[config.mk]
export PLATFORM = sky130hd
export DESIGN_NAME = i2c_start_ctrl
export DESIGN_NICKNAME = d
export VERILOG_FILES = /design/src/rtl/i2cs_pkg.sv /design/src/rtl/i2cs_bus_mon.sv /design/src/rtl/i2cs_req_ctrl.sv /design/src/rtl/i2cs_cond_gen.sv /design/src/rtl/i2c_start_ctrl.sv
export SDC_FILE = /design/constraint.sdc
export NUM_CORES = 1
export LEC_CHECK = 0
export BUFFER_PORTS_ARGS = -buffer_cell sky130_fd_sc_hd__clkbuf_2
export CAP_MARGIN = 20
export CORE_UTILIZATION = 35
export CTS_CLUSTER_DIAMETER = 40
export DETAILED_ROUTE_END_ITERATION = 8
export GPL_ROUTABILITY_DRIVEN = 0
export RECOVER_POWER = 50
export SYNTH_ARGS = -nofsm -noshare
export SYNTH_HDL_FRONTEND = slang
export SYNTH_HIERARCHICAL = 1
export SYNTH_SLANG_ARGS = --single-unit
[constraint.sdc]
create_clock -name clk -period 2.58 [get_ports clk]
set_input_delay 0.258 -clock clk [delete_from_list [all_inputs] [get_ports clk]]
set_output_delay 0.258 -clock clk [all_outputs]
set_load 0.05 [all_outputs]
[src/rtl/i2cs_pkg.sv]
package i2cs_pkg;
  localparam int unsigned DEF_TW = 8;

  typedef enum logic [1:0] {
    GEN_IDLE = 2'd0,
    GEN_RSDA = 2'd1,
    GEN_RSCL = 2'd2,
    GEN_HOLD = 2'd3
  } gen_st_e;
endpackage

[src/rtl/i2cs_bus_mon.sv]
module i2cs_bus_mon (
  input  logic clk,
  input  logic rst_sn,
  input  logic enable,
  input  logic scl_in,
  input  logic sda_in,
  output logic busy,
  output logic stop_seen
);
  logic scl_q, sda_q;
  logic busy_n;
  logic start_seen;

  // conditions are judged on two consecutive samples with SCL high in both
  always_comb begin
    start_seen = scl_q & scl_in & sda_q & ~sda_in;
    stop_seen  = scl_q & scl_in & ~sda_q & sda_in;
    busy_n     = busy;
    if (!enable)         busy_n = 1'b0;
    else if (start_seen) busy_n = 1'b1;
    else if (stop_seen)  busy_n = 1'b0;
  end

  always_ff @(posedge clk or negedge rst_sn) begin
    if (!rst_sn) begin
      scl_q <= 1'b1;
      sda_q <= 1'b1;
      busy  <= 1'b0;
    end else begin
      scl_q <= scl_in;
      sda_q <= sda_in;
      busy  <= busy_n;
    end
  end
endmodule

[src/rtl/i2cs_req_ctrl.sv]
module i2cs_req_ctrl (
  input  logic clk,
  input  logic rst_sn,
  input  logic enable,
  input  logic resv_off,
  input  logic start_req,
  input  logic stop_req,
  input  logic exit_req,
  input  logic flag_clr,
  input  logic master_wait,
  input  logic ack_phase,
  input  logic arb_lost,
  input  logic busy,
  input  logic stop_seen,
  input  logic gen_idle,
  input  logic gen_done,
  output logic launch,
  output logic launch_rs,
  output logic pending,
  output logic is_master,
  output logic rejected,
  output logic conflict
);
  logic pend_n, kind_rs, kind_rs_n, master_n, rej_n, conf_n;
  logic req_ok, req_clash, clear_pend;
  logic take_rs, take_st, refuse;

  always_comb begin
    req_ok     = enable & start_req & ~stop_req & ~ack_phase;
    req_clash  = enable & start_req & stop_req;
    clear_pend = ~enable | arb_lost | exit_req | gen_done;

    // repeated start only from the wait period of an owned transfer
    take_rs = req_ok & is_master & master_wait;
    // fresh start on a free bus, or a reservation on a busy one
    take_st = req_ok & ~is_master & (~busy | ~resv_off);
    refuse  = req_ok & ~is_master & busy & resv_off;

    pend_n    = pending;
    kind_rs_n = kind_rs;
    if (clear_pend) begin
      pend_n = 1'b0;
    end else if (!pending && (take_rs || take_st)) begin
      pend_n    = 1'b1;
      kind_rs_n = take_rs;
    end

    master_n = is_master;
    if (~enable | arb_lost | exit_req | stop_seen) master_n = 1'b0;
    else if (gen_done)                             master_n = 1'b1;

    rej_n  = flag_clr ? 1'b0 : (rejected | refuse);
    conf_n = flag_clr ? 1'b0 : (conflict | req_clash);

    launch_rs = kind_rs;
    launch    = pending & gen_idle & ~clear_pend &
                (kind_rs ? (is_master & ~master_wait) : ~busy);
  end

  always_ff @(posedge clk or negedge rst_sn) begin
    if (!rst_sn) begin
      pending   <= 1'b0;
      kind_rs   <= 1'b0;
      is_master <= 1'b0;
      rejected  <= 1'b0;
      conflict  <= 1'b0;
    end else begin
      pending   <= pend_n;
      kind_rs   <= kind_rs_n;
      is_master <= master_n;
      rejected  <= rej_n;
      conflict  <= conf_n;
    end
  end
endmodule

[src/rtl/i2cs_cond_gen.sv]
module i2cs_cond_gen
  import i2cs_pkg::*;
#(
  parameter int unsigned TW = DEF_TW
) (
  input  logic          clk,
  input  logic          rst_sn,
  input  logic          launch,
  input  logic          launch_rs,
  input  logic          abort,
  input  logic [TW-1:0] hold_cyc,
  input  logic [TW-1:0] rel_cyc,
  output logic          sda_low,
  output logic          scl_low,
  output logic          idle,
  output logic          done
);
  localparam int unsigned CW = TW + 1;

  gen_st_e       st, st_n;
  logic [TW-1:0] cnt, cnt_n;
  logic          park, park_n;
  logic          hold_last, rel_last;

  always_comb begin
    // a zero length behaves as one cycle
    hold_last = ({1'b0, cnt} + CW'(1)) >= {1'b0, hold_cyc};
    rel_last  = ({1'b0, cnt} + CW'(1)) >= {1'b0, rel_cyc};
    st_n   = st;
    cnt_n  = cnt;
    park_n = park;
    done   = 1'b0;
    if (abort) begin
      st_n   = GEN_IDLE;
      park_n = 1'b0;
      cnt_n  = '0;
    end else begin
      unique case (st)
        GEN_IDLE: if (launch) begin
          cnt_n = '0;
          st_n  = launch_rs ? GEN_RSDA : GEN_HOLD;
        end
        GEN_RSDA: if (rel_last) begin
          cnt_n = '0;
          st_n  = GEN_RSCL;
        end else cnt_n = cnt + TW'(1);
        GEN_RSCL: if (rel_last) begin
          cnt_n = '0;
          st_n  = GEN_HOLD;
        end else cnt_n = cnt + TW'(1);
        GEN_HOLD: if (hold_last) begin
          st_n   = GEN_IDLE;
          park_n = 1'b1;
          done   = 1'b1;
        end else cnt_n = cnt + TW'(1);
        default: st_n = GEN_IDLE;
      endcase
    end
    sda_low = (st == GEN_HOLD) | ((st == GEN_IDLE) & park);
    scl_low = (st == GEN_RSDA) | ((st == GEN_IDLE) & park);
    idle    = (st == GEN_IDLE);
  end

  always_ff @(posedge clk or negedge rst_sn) begin
    if (!rst_sn) begin
      st   <= GEN_IDLE;
      cnt  <= '0;
      park <= 1'b0;
    end else begin
      st   <= st_n;
      cnt  <= cnt_n;
      park <= park_n;
    end
  end
endmodule

[src/rtl/i2c_start_ctrl.sv]
module i2c_start_ctrl
  import i2cs_pkg::*;
#(
  parameter int unsigned TW = DEF_TW
) (
  input  logic          clk,
  input  logic          rst_n,
  input  logic          enable,
  input  logic          resv_off,
  input  logic          start_req,
  input  logic          stop_req,
  input  logic          exit_req,
  input  logic          flag_clr,
  input  logic          master_wait,
  input  logic          ack_phase,
  input  logic          arb_lost,
  input  logic [TW-1:0] hold_cyc,
  input  logic [TW-1:0] rel_cyc,
  input  logic          scl_in,
  input  logic          sda_in,
  output logic          scl_low,
  output logic          sda_low,
  output logic          bus_busy,
  output logic          is_master,
  output logic          pending,
  output logic          start_rejected,
  output logic          req_conflict
);
  logic [1:0] rst_pipe;
  logic       rst_sn;
  logic       stop_seen, gen_idle, gen_done, launch, launch_rs, abort;

  // reset asserts at once and leaves on a clock edge
  always_ff @(posedge clk or negedge rst_n) begin
    if (!rst_n) rst_pipe <= 2'b00;
    else        rst_pipe <= {rst_pipe[0], 1'b1};
  end
  assign rst_sn = rst_pipe[1];
  assign abort  = ~enable | arb_lost | exit_req;

  i2cs_bus_mon u_mon (
    .clk(clk), .rst_sn(rst_sn), .enable(enable),
    .scl_in(scl_in), .sda_in(sda_in),
    .busy(bus_busy), .stop_seen(stop_seen)
  );

  i2cs_req_ctrl u_req (
    .clk(clk), .rst_sn(rst_sn), .enable(enable), .resv_off(resv_off),
    .start_req(start_req), .stop_req(stop_req), .exit_req(exit_req),
    .flag_clr(flag_clr), .master_wait(master_wait), .ack_phase(ack_phase),
    .arb_lost(arb_lost), .busy(bus_busy), .stop_seen(stop_seen),
    .gen_idle(gen_idle), .gen_done(gen_done), .launch(launch),
    .launch_rs(launch_rs), .pending(pending), .is_master(is_master),
    .rejected(start_rejected), .conflict(req_conflict)
  );

  i2cs_cond_gen #(.TW(TW)) u_gen (
    .clk(clk), .rst_sn(rst_sn), .launch(launch), .launch_rs(launch_rs),
    .abort(abort), .hold_cyc(hold_cyc), .rel_cyc(rel_cyc),
    .sda_low(sda_low), .scl_low(scl_low), .idle(gen_idle), .done(gen_done)
  );
endmodule

==> summary.txt, run 1 <==
Outcome: finished, violations left
Violated checks: DRC, setup timing
Cell total after placement: 291
Peak VDD IR: 0.0003531 V
Final worst-path cycle share: 122.7%
Layout Cells excl Fill: 314
Ys flop type: dfrtp_1
Hold Path End: u_mon/sda_q$_DFF_PN1_
I/O Buffers: 35
Initial Util: 36.99%
Crit-path most repeated cell: and3_4
Total global-route track usage: 18.34%
Share of cells above drive strength 1: 54.96%
Total power: 637.3 uW
Critical Path AT: 3.32 ns
Vias in the first global route: 1651
Root buf cell: clkbuf_8
Worst reg-to-reg path cell count: 16
Final Hold Vio Count: 0
DRC: 4
Post-Synth Adder-Cell Area: 15.98%
Total gr overflow: 0
DRT Wirelength: 4288 um
Slew margin rel.: 47.40%
Sequential area share after synthesis: 32.12%
Row Count: 24
Reg clk slew, reported paths: 0.08 ns
Worst setup margin: -0.5853 ns
HPWL after DPL: 2971 um
CP Max Fanout: 2
Pre-Repair DR Iteration Count: 6
FF/Latch Area: 530.5 um2
Syn Nets: 219
Yosys cell types: 48
Fin area: 2641 um2
Multi-input logic area: 1301 um2
Hold path depth: 1
Max_cap viols: 0
RSZ-0062 raised after global routing: yes
Final setup viols: 11
H-tree depth: 1
Longest Clk Path Bufs: 2
Wire length of the first global-routing pass: 7327 um
Layout Skew: 0.007778 ns
Syn avg cell area: 9.728 um2
DR iter-0 viols: 50
Synth Area in XOR/XNOR: 3.196%
CTS tree: yes
Post-layout min period: 3.165 ns
Worst slew pin tran: 0.7890 ns
Die Span X: 70.54 um
Register bit total from synthesis: 21
Reg2Reg Capture Point: u_gen/st[1]$_DFFE_PN0P_
Placed cell areas: 2195 um2
Syn Inst Count: 169
Number of enable flip-flop cells after synthesis: 0
Vias per cell: 4.959
WL per Instance: 13.66 um
Worst r2r src: u_gen/cnt[3]$_DFFE_PN0P_
ANT cells: 0
Worst Setup Start Kind: register
Worst R2R Setup Slack: -0.59 ns
Most frequent cells in the layout: buf_4, clkbuf_2, inv_1
Mux cell area share after synthesis: 4.110%
Fillers: 368
WP data required: 2.73 ns
Critical path, cell by cell: and3_4, and3_4, and3_4, xnor2_4, inv_2, ha_4, and3_4, nand4_1, and3_4, a21oi_4, nor4b_4, nand3_1, a211oi_2, nand2b_4, and3_4, mux2_4
CORE AREA: 4444 um2
Crit path max-delay cell type: dfrtp_1
Pins over their slew limit: 0
HP Start: sda_in
Die height: 70.54 um
CP top delay family: simple AND/OR/NAND/NOR gates
Pin count of the biggest net entering global routing: 20
Warnings, synthesis: 6
I/O pin total: 36
Pwr per Cell Area: 241.3 nW/um2
Buffers & Inverters on Critical Path: 1
Post-synthesis cell area: 1644 um2
Clk_lat worst skew: 0.26 ns
Initial antenna violation count: 0
Worst hold path type: in2reg
Fin nets: 313
Largest family of logic cells by synthesized area: simple AND/OR/NAND/NOR gates
Setup crit end kind: register
Post-synthesis async set-or-reset flop share: 100.0%
Most common cell after layout, fill and taps aside: buf_4
Area Overhead vs Synth: 60.65%
Max Freq: 0.3159 GHz
P_leak: 1.347 nW
Critical Setup Path Class: reg2reg
DR vias: 1557
Num CTS Buffers: 3
Setup WS pre-CTS: -0.7916 ns
DRT antenna net count: 0
CTS sink cnt: 21
Critical Path Max Stage Delay: 0.36 ns
Die ar.: 4975 um2
Compound-gate portion of the synthesized area: 17.43%
Simple-Gate Fraction of Synth Area: 21.16%
metrics by stage:
| stage | utilization, % | hold WS (ns) | setup TNS [ns] |
|---|---|---|---|
| floorplan | - | -0.03759 | -6.690 |
| global placement | 49.38 | 0.04408 | -6.113 |
| detailed placement | 49.38 | 0.04531 | -7.146 |
| CTS | 57.77 | 0.09451 | -5.292 |
| global route | 59.43 | 0.1033 | -6.809 |
| finish | 59.43 | 0.1019 | -5.335 |
area by class of cell:
| cell class | instances | area share, % |
|---|---|---|
| multi-input combinational | 123 | 49.27 |
| tap | 52 | 2.463 |
| inverter | 23 | 3.269 |
| timing repair buffer | 91 | 23.21 |
| clock buffer | 4 | 1.705 |
| sequential | 21 | 20.09 |
worst max path at each step:
| stage | startpoint | endpoint | slack (ns) | cells past startpoint |
|---|---|---|---|---|
| after global placement | u_gen/cnt[4]$_DFFE_PN0P_ | u_gen/st[0]$_DFFE_PN0P_ | -0.69 | 15 |
| after floorplan | u_gen/cnt[2]$_DFFE_PN0P_ | u_gen/st[0]$_DFFE_PN0P_ | -0.78 | 16 |
| final | u_gen/cnt[3]$_DFFE_PN0P_ | u_gen/st[1]$_DFFE_PN0P_ | -0.59 | 16 |
| after global routing | u_gen/cnt[2]$_DFFE_PN0P_ | u_gen/st[1]$_DFFE_PN0P_ | -0.73 | 16 |
| after CTS | u_gen/cnt[4]$_DFFE_PN0P_ | u_gen/st[0]$_DFFE_PN0P_ | -0.60 | 16 |
| after detailed placement | u_gen/cnt[0]$_DFFE_PN0P_ | u_gen/st[0]$_DFFE_PN0P_ | -0.79 | 14 |
sequential cells by signal, summed over array words and instances, names as in the netlist:
| register | flops |
|---|---|
| u_req/rejected | 1 |
| rst_pipe | 2 |
| u_req/pending | 1 |
| u_gen/st | 2 |
| u_gen/cnt | 8 |
| u_gen/park | 1 |
| u_req/conflict | 1 |
| u_req/launch_rs | 1 |
| u_req/is_master | 1 |
| u_mon/sda_q | 1 |
| u_mon/scl_q | 1 |
| u_mon/busy | 1 |
routing by layer:
metal  global-route usage [%]  up-vias  routed length (um)
li1                         -      791                   -
met5                        0        -                   0
met2                    34.52       32                2148
met4                    4.000        0                  32
met1                    22.99      730                1980
met3                    1.425        4                 127
cell families after synthesis:
logic type,after synthesis
AND/OR/NAND/NOR,54
AO/OA/AOI/OAI,35
buffers and inverters,25
adder cells (fa/ha/maj),21
flip-flops,21
XOR/XNOR,6
multiplexers,6
other,1
Yosys cell counts (2+ instances only):
cell | n | area (um2)
a41oi_1 | 3 | 26.28
nor4b_1 | 4 | 35.03
o211ai_1 | 2 | 15.01
dfrtp_1 | 19 | 475.5
nand2b_1 | 3 | 18.77
nand2_1 | 5 | 18.77
nand4_1 | 3 | 18.77
a211o_1 | 3 | 26.28
nor2_1 | 11 | 41.29
and3_1 | 7 | 43.79
a21oi_2 | 3 | 26.28
o21ai_0 | 2 | 10.01
inv_1 | 23 | 86.33
xor2_1 | 5 | 43.79
a21oi_1 | 3 | 15.01
nand3_1 | 4 | 20.02
nor2b_1 | 4 | 25.02
mux2_2 | 6 | 67.56
nor3b_1 | 3 | 22.52
dfstp_2 | 2 | 52.55
a21o_1 | 7 | 52.55
ha_1 | 21 | 262.8
repair_timing:
item	4_1_cts	5_1_grt
pin swaps	25	11
setup endpoints to repair	13	13
buffers inserted	18	3
hold buffers	1	0
gates cloned	1	0
resized for setup	35	15
hold endpoints to repair	2	0
worst register-to-register path: cells and delay by family (launching register included):
kind	cells	cell delay, ns
xor gates and xnor gates	1	0.12
AOI/OAI and AO/OA	2	0.23
and+or+nand+nor	10	1.74
DFF	1	0.36
muxes	1	0.29
buffers and inverters	1	0.07
adders and majority gates	1	0.24
where the power goes:
group	internal (mW)	switching, mW	total [mW]
registers	0.335	0.00866	0.344
logic	0.0404	0.0406	0.0809
clock network	0.110	0.103	0.213
total	0.485	0.152	0.637
(Power assumes the default switching activity.)
==> run 2, diff against run 1 <==
- BUFFER_PORTS_ARGS: -buffer_cell sky130_fd_sc_hd__clkbuf_2 -> default
- DONT_BUFFER_PORTS: default -> 1
==> summary.txt, run 2 (synthesized netlist as in run 1, its figures left out) <==
Switch Pwr: 140.9 uW
Total global-route track usage: 18.15%
Internal power: 473.3 uW
CP top delay family: simple AND/OR/NAND/NOR gates
Critical Setup Path Class: reg2reg
HP Start: flag_clr
Die height: 70.54 um
DRC: 4
Fin util: 54.28%
Worst hold path type: in2reg
DR iter-0 viols: 28
I/O pin total: 36
Clk network pwr share: 34.5%
Post-layout min period: 3.192 ns
Longest Clk Path Bufs: 2
DRT antenna net count: 0
Max Freq: 0.3133 GHz
Worst Setup Start Kind: register
DR vias: 1497
Worst reg-to-reg path cell count: 17
Vias in the first global route: 1625
Vias per cell: 5.309
Switching part of the total power: 22.94%
Wire length of the first global-routing pass: 7141 um
Slew margin rel.: 48.68%
CTS sink cnt: 21
Critical path, cell by cell: and3_4, and3_4, and3_4, xnor2_4, inv_2, ha_4, and3_4, nand4_1, and3_4, a21oi_4, nor4b_4, nand3_1, a211oi_2, nand2b_4, buf_6, a21oi_4, mux2_4
Crit-path most repeated cell: and3_4
P_leak: 1.216 nW
Pins over their slew limit: 0
Cell total after placement: 258
Critical Path Max Stage Delay: 0.38 ns
Flop pwr share: 56.4%
I/O Buffers: 0
Worst slew pin tran: 0.7699 ns
Logic pwr share: 9.1%
Violated checks: DRC, setup timing
Layout Skew: 0.004425 ns
Final setup viols: 11
Outcome: finished, violations left
RSZ-0062 raised after global routing: yes
Final worst-path cycle share: 123.7%
Worst R2R Setup Slack: -0.61 ns
Die ar.: 4975 um2
Most common cell after layout, fill and taps aside: buf_4
Total power: 614.1 uW
WL per Instance: 15.11 um
Initial Util: 36.99%
Pwr per Cell Area: 254.6 nW/um2
Reg clk slew, reported paths: 0.07 ns
Hold Path End: u_req/conflict$_DFF_PN0_
Clk_lat worst skew: 0.26 ns
Hold path depth: 1
Setup crit end kind: register
DRT Wirelength: 4260 um
WP data required: 2.72 ns
HPWL after DPL: 3111 um
Pin count of the biggest net entering global routing: 20
Root buf cell: clkbuf_8
Total gr overflow: 0
Critical Path AT: 3.34 ns
Crit path max-delay cell type: dfrtp_1
Top reg by flops: u_gen/cnt
Layout Cells excl Fill: 282
Max_cap viols: 0
Fillers: 397
CTS tree: yes
Worst r2r src: u_gen/cnt[4]$_DFFE_PN0P_
Num CTS Buffers: 3
Worst setup margin: -0.6123 ns
Setup WS pre-CTS: -0.8142 ns
Row Count: 24
Most frequent cells in the layout: buf_4, inv_1, dfrtp_1, ha_1, nor2_1
Fin nets: 281
Reg2Reg Capture Point: u_gen/cnt[4]$_DFFE_PN0P_
Initial antenna violation count: 0
Share of cells above drive strength 1: 45.65%
Max reg flops: 8
Regs by FF count: u_gen/cnt x8, rst_pipe x2, u_gen/st x2
ANT cells: 0
Area Overhead vs Synth: 46.73%
Die Span X: 70.54 um
Pre-Repair DR Iteration Count: 6
H-tree depth: 1
Peak VDD IR: 0.0002709 V
Buffers & Inverters on Critical Path: 2
CORE AREA: 4444 um2
Final Hold Vio Count: 0
CP Max Fanout: 8
## run 2: changes by cell type in the layout (fill, tap and decap cells not counted), sizes merged
cell         change
dlygate4sd3      +2
clkbuf          -35
buf              +1
## run 2: metrics by stage
step | area [um2] | hold slack (ns) | TNS (ns)
after floorplan | 1685 | -0.03759 | -6.690
after global placement | 2034 | -0.03754 | -6.896
after detailed placement | 2034 | -0.03754 | -8.172
after CTS | 2345 | 0.04581 | -5.818
after global routing | 2412 | 0.03978 | -7.392
final | 2412 | 0.05091 | -5.797
## run 2: how the worst max path moves through the flow
stage          cells past startpoint  slack, ns                  endpoint                      from
2_1_floorplan                     16      -0.78   u_gen/st[0]$_DFFE_PN0P_  u_gen/cnt[2]$_DFFE_PN0P_
5_1_grt                           17      -0.76  u_gen/cnt[3]$_DFFE_PN0P_  u_gen/cnt[2]$_DFFE_PN0P_
4_1_cts                           17      -0.65  u_gen/cnt[4]$_DFFE_PN0P_  u_gen/cnt[4]$_DFFE_PN0P_
3_5_place_dp                      16      -0.81  u_gen/cnt[4]$_DFFE_PN0P_  u_gen/cnt[0]$_DFFE_PN0P_
6_report                          17      -0.61  u_gen/cnt[4]$_DFFE_PN0P_  u_gen/cnt[4]$_DFFE_PN0P_
3_3_place_gp                      14      -0.69   u_gen/st[0]$_DFFE_PN0P_  u_gen/cnt[0]$_DFFE_PN0P_
## run 2: routing by layer
metal  part of all wire (%)  GRT usage [%]  vias up
li1                       -              -      722
met1                     40          20.07      705
met5                      0              0        -
met2                     51          34.09       53
met4                    3.5          8.889        0
met3                    5.4          2.564       17
## run 2: repair_timing
item | 4_1_cts | 5_1_grt
setup buffers | 18 | 0
hold endpoints to repair | 4 | 0
hold buffers | 3 | 0
pin swaps | 13 | 8
endpoints found under the setup margin | 13 | 13
resized for setup | 22 | 12
## run 2: layout make-up
| class | count | area (um2) | share of cell area [%] |
|---|---|---|---|
| Tap cell | 52 | 65.06 | 2.697 |
| Multi-Input combinational cell | 123 | 1227 | 50.88 |
| Inverter | 23 | 86.33 | 3.579 |
| Sequential cell | 21 | 530.5 | 21.99 |
| Clock buffer | 4 | 45.04 | 1.867 |
| Timing Repair Buffer | 59 | 457.9 | 18.98 |
## run 2: power groups by stage
stage,combinational [mW],sequential [mW],clock [mW]
3_5_place_dp,0.0463,0.353,0
6_report,0.0560,0.346,0.212
2_1_floorplan,0.0287,0.354,0
4_1_cts,0.0550,0.347,0.221
5_1_grt,0.0627,0.348,0.232
3_3_place_gp,0.0434,0.353,0
